### src/rtl/mtx_pkg.sv
`timescale 1ns/1ps
package mtx_pkg;
  typedef struct packed {
    logic p;
    logic n;
  } line_pair_t;

  localparam int unsigned HALF_CNT = 2;

  function automatic line_pair_t idle_pair(logic bal_sel, logic bal_lvl);
    line_pair_t r;
    if (bal_sel) begin
      r.p = bal_lvl;
      r.n = bal_lvl;
    end else begin
      r.p = 1'b1;
      r.n = 1'b0;
    end
    return r;
  endfunction
endpackage

### src/rtl/mtx_clk_div.sv
`timescale 1ns/1ps
module mtx_clk_div (
  input  logic clk_i,
  input  logic rst_ni,
  output logic phase_o,
  output logic bit_clk_o,
  output logic bit_end_o
);
  logic phase_q;

  always_ff @(posedge clk_i or negedge rst_ni) begin
    if (!rst_ni) phase_q <= 1'b0;
    else         phase_q <= ~phase_q;
  end

  assign phase_o   = phase_q;
  assign bit_clk_o = ~phase_q;
  assign bit_end_o = phase_q;


  bit_clk_toggle_chk: assert property (@(posedge clk_i) disable iff (!rst_ni)
    $past(rst_ni) |-> (bit_clk_o != $past(bit_clk_o)));
endmodule

### src/rtl/mtx_in_sync.sv
`timescale 1ns/1ps
module mtx_in_sync (
  input  logic clk_i,
  input  logic rst_ni,
  input  logic bit_end_i,
  input  logic data_i,
  input  logic en_i,
  output logic data_o,
  output logic en_o
);
  logic data_q, en_q;

  always_ff @(posedge clk_i or negedge rst_ni) begin
    if (!rst_ni) begin
      data_q <= 1'b0;
      en_q   <= 1'b0;
    end else if (bit_end_i) begin
      data_q <= data_i;
      en_q   <= en_i;
    end
  end

  assign data_o = data_q;
  assign en_o   = en_q;


  hold_mid_bit_chk: assert property (@(posedge clk_i) disable iff (!rst_ni)
    !bit_end_i |=> ($stable(data_q) && $stable(en_q)));
endmodule

### src/rtl/mtx_symbol_gen.sv
`timescale 1ns/1ps
module mtx_symbol_gen
  import mtx_pkg::*;
#(
  parameter logic BAL_LVL = 1'b0
) (
  input  logic       en_i,
  input  logic       data_i,
  input  logic       phase_i,
  input  logic       idle_sel_i,
  output line_pair_t pair_o
);
  logic half_val;

  // second half carries data, first half its complement
  assign half_val = phase_i ? data_i : ~data_i;

  always_comb begin
    if (en_i) begin
      pair_o.p = half_val;
      pair_o.n = ~half_val;
    end else begin
      pair_o = idle_pair(idle_sel_i, BAL_LVL);
    end
  end
endmodule

### src/rtl/manch_tx_encoder.sv
`timescale 1ns/1ps
module manch_tx_encoder
  import mtx_pkg::*;
#(
  parameter logic BAL_LVL = 1'b0
) (
  input  logic clk_i,
  input  logic rst_ni,
  input  logic tx_data_i,
  input  logic tx_en_i,
  input  logic idle_sel_i,
  output logic bit_clk_o,
  output logic line_p_o,
  output logic line_n_o
);
  logic       phase, bit_end;
  logic       data_q, en_q;
  line_pair_t pair;

  mtx_clk_div i_div (
    .clk_i     (clk_i),
    .rst_ni    (rst_ni),
    .phase_o   (phase),
    .bit_clk_o (bit_clk_o),
    .bit_end_o (bit_end)
  );

  mtx_in_sync i_sync (
    .clk_i     (clk_i),
    .rst_ni    (rst_ni),
    .bit_end_i (bit_end),
    .data_i    (tx_data_i),
    .en_i      (tx_en_i),
    .data_o    (data_q),
    .en_o      (en_q)
  );

  mtx_symbol_gen #(.BAL_LVL(BAL_LVL)) i_sym (
    .en_i       (en_q),
    .data_i     (data_q),
    .phase_i    (phase),
    .idle_sel_i (idle_sel_i),
    .pair_o     (pair)
  );

  assign line_p_o = pair.p;
  assign line_n_o = pair.n;


  enc_compl_chk: assert property (@(posedge clk_i) disable iff (!rst_ni)
    en_q |-> (line_p_o != line_n_o));


  mid_bit_edge_chk: assert property (@(posedge clk_i) disable iff (!rst_ni)
    (en_q && phase) |-> (line_p_o != $past(line_p_o)));


  idle_bal_chk: assert property (@(posedge clk_i) disable iff (!rst_ni)
    (!en_q && idle_sel_i) |-> (line_p_o == BAL_LVL && line_n_o == BAL_LVL));


  idle_high_chk: assert property (@(posedge clk_i) disable iff (!rst_ni)
    (!en_q && !idle_sel_i) |-> (line_p_o && !line_n_o));


  en_fall_bound_chk: assert property (@(posedge clk_i) disable iff (!rst_ni)
    $fell(en_q) |-> !phase);
endmodule

### config.mk
export PLATFORM = sky130hd
export DESIGN_NAME = manch_tx_encoder
export DESIGN_NICKNAME = d
export VERILOG_FILES = /design/src/rtl/mtx_pkg.sv /design/src/rtl/mtx_clk_div.sv /design/src/rtl/mtx_in_sync.sv /design/src/rtl/mtx_symbol_gen.sv /design/src/rtl/manch_tx_encoder.sv
export SDC_FILE = /design/constraint.sdc
export NUM_CORES = 1
export LEC_CHECK = 0
export ABC_AREA = 1
export BUFFER_PORTS_ARGS = -buffer_cell sky130_fd_sc_hd__buf_2
export CORE_AREA = 4 4 41 43
export DETAILED_ROUTE_END_ITERATION = 12
export DIE_AREA = 0 0 45 47
export SYNTH_ARGS = -nofsm -noshare
export SYNTH_HDL_FRONTEND = slang
export SYNTH_SLANG_ARGS = --single-unit
### constraint.sdc
create_clock -name clk_i -period 0.95 [get_ports clk_i]
set_input_delay 0.095 -clock clk_i [delete_from_list [all_inputs] [get_ports clk_i]]
set_output_delay 0.095 -clock clk_i [all_outputs]
set_load 0.005 [all_outputs]
==> results.yml <==
run_status:
  status: "finished, violations left"
  violations: "negative setup slack"
die:
  ios: 8
  rows: 13
  fp.dieH_um: 47
  coreArea_um2: 1300
  die_w_um: 45
  start_util: 0.0990
  die-area_um2: 2120
layout:
  fillCellCount: 162
  area_growth_pct: 99.0
  layout_common_cells: "6 x buf_2, 5 x nand2_1"
  final_common_cell: "buf_2"
  drive_gt1_frac: 0.548
  fin_nets: 37
  diodes: 0
  fin_area_um2: 256
clocking:
  clk_pin_slew_ns: 0.04
  cts_tree: "yes"
  numCtsBuffers: 3
  cts_max_level: 1
  clock-root-buffer: "clkbuf_4"
  clock-sinks: 3
  clk_latency_ns: 0.23
  clk_path_buf_depth: 2
synth:
  syn_area_um2: 129
  ys_warn_count: 0
  ys_seq_area_frac: 0.583
  synth_nets: 21
  syn_inst: 16
  synth_cell_type_count: 5
  syn_avg_cell_area_um2: 8.05
  ys_seq_elements: 3
worst_setup_path:
  endpoint_kind: "output port"
  crit_required_ns: 0.85
  critPathKind: "reg2out"
  critPathArrivalTime_ns: 1.01
  cp-start-kind: "flop"
  cp_max_fo: 4
sta:
  finalCriticalPeriod_ns: 1.11
  hold_violations: 0
  finalCritPeriodShare: 1.17
  fmax_mhz: 903
  worst_slack_ns: -0.157
  setup-violations-final: 3
  max_slew_margin: 0.921
  finClkSkew_ns: 0.000186
  rsz0062_at_grt: "true"
  whs_ns: 0.0681
  worst_pin_slew_ns: 0.119
  drv_slew: 0
placement:
  port-buffer-count: 7
  globalplace.congestion: 0.620
  dp.final_hpwl_um: 234
  placed_cell_area_um2: 183
power:
  vdd.ir_drop.worst_mv: 0.230
  p_per_area_nw_per_um2: 1520
  total_power_mw: 0.391
  power_leakage_nw: 0.138
detailed_routing:
  viasPerCell: 3.22
  wl_per_cell_um: 6.83
  vias: 148
  ant_nets: 0
  dr.first_iter.drc_count: 4
  postRouteWirelength_um: 314
  post-route-drc-count: 0
  dr.pass1.iters: 2
global_routing:
  overflow: 0
  grt_pass1_vias: 155
  antenna_found_initial: 0
  grt_pass1_wl_um: 552
  grt_max_degree: 5
  grtUsageTotal: 0.0475
run:
  max_cap_viol_count: 0
worst_hold_path:
  hp-class: "in2reg"
## report_power, final
part           leakage [nW]  switching, mW  internal [mW]  total [mW]
Clock                0.0150         0.0671          0.157       0.225
Combinational        0.0905         0.0131         0.0173      0.0304
Sequential           0.0326        0.00302          0.133       0.136
## path summary, 6_finish.rpt
check                                                from                        end  slack [ns]  cells after the start
worst max-delay path            i_div.bit_end_o$_DFF_PN0_                  bit_clk_o       -0.16                      4
worst min-delay path                              tx_en_i    i_sync.en_o$_DFFE_PN0P_        0.07                      3
worst max register to register  i_div.bit_end_o$_DFF_PN0_    i_sync.en_o$_DFFE_PN0P_        0.02                      6
worst min register to register    i_sync.en_o$_DFFE_PN0P_    i_sync.en_o$_DFFE_PN0P_        0.50                      2
max in group asynchronous                          rst_ni    i_sync.en_o$_DFFE_PN0P_        0.66                      2
min in group asynchronous                          rst_ni  i_sync.data_o$_DFFE_PN0P_        0.19                      2
## sequential cells by signal, summed over array words and instances, names as in the netlist
name / count
i_div.bit_end_o: 1
i_sync.data_o: 1
i_sync.en_o: 1
## what timing repair did
item	4_1_cts	5_1_grt
pin swaps	0	0
buffers inserted	1	2
endpoints found under the setup margin	3	3
resized for setup	3	2
hold endpoints to repair	3	0
hold buffers	1	0
cloned	0	0
## cells in the mapped netlist
cell,count,area [um2]
nor2_2,2,12.5
nand2_1,5,18.8
nor2_1,4,15.0
inv_1,2,7.51
dfrtp_1,3,75.1
## final cells by class
class	instances	area, um2	area share
Inverter	2	10.0	0.0390
Sequential cell	3	75.1	0.293
Clock buffer	4	26.3	0.102
Multi-Input combinational cell	11	48.8	0.190
Tap cell	15	18.8	0.0732
Timing Repair Buffer	11	77.6	0.302
## metrics by stage
| stage | utilization | setup TNS (ns) | worst slack, ns | std cells |
|---|---|---|---|---|
| after floorplan | - | 0 | 0.179 | 16 |
| after global placement | 0.140 | 0 | 0.0571 | 38 |
| after detailed placement | 0.140 | 0 | 0.0516 | 38 |
| after CTS | 0.178 | -0.364 | -0.155 | 44 |
| after global routing | 0.197 | -0.633 | -0.214 | 46 |
| final | 0.197 | -0.407 | -0.157 | 46 |
## per-layer routing
metal | global-route usage | part of all wire | vias up | wire length, um
met4 | 0.0702 | 0.048 | 0 | 15
met5 | 0 | 0 | - | 0
li1 | - | - | 78 | -
met2 | 0.0593 | 0.39 | 8 | 122
met3 | 0.0460 | 0.16 | 2 | 50
met1 | 0.0343 | 0.40 | 60 | 125
## worst max-delay path, stage by stage, from the launching register on
cell	delay [ns]
dfrtp_1	0.39
buf_4	0.14
buf_6	0.11
inv_4	0.05
buf_6	0.08
## cell families (layout without fill, tap and decap cells)
logic type	after synthesis	in the layout	share of synthesized area
DFF	3	3	0.583
and+or+nand+nor	11	11	0.359
buffers and inverters	2	17	0.0583
No activity file was read; power rests on OpenSTA's default activity.
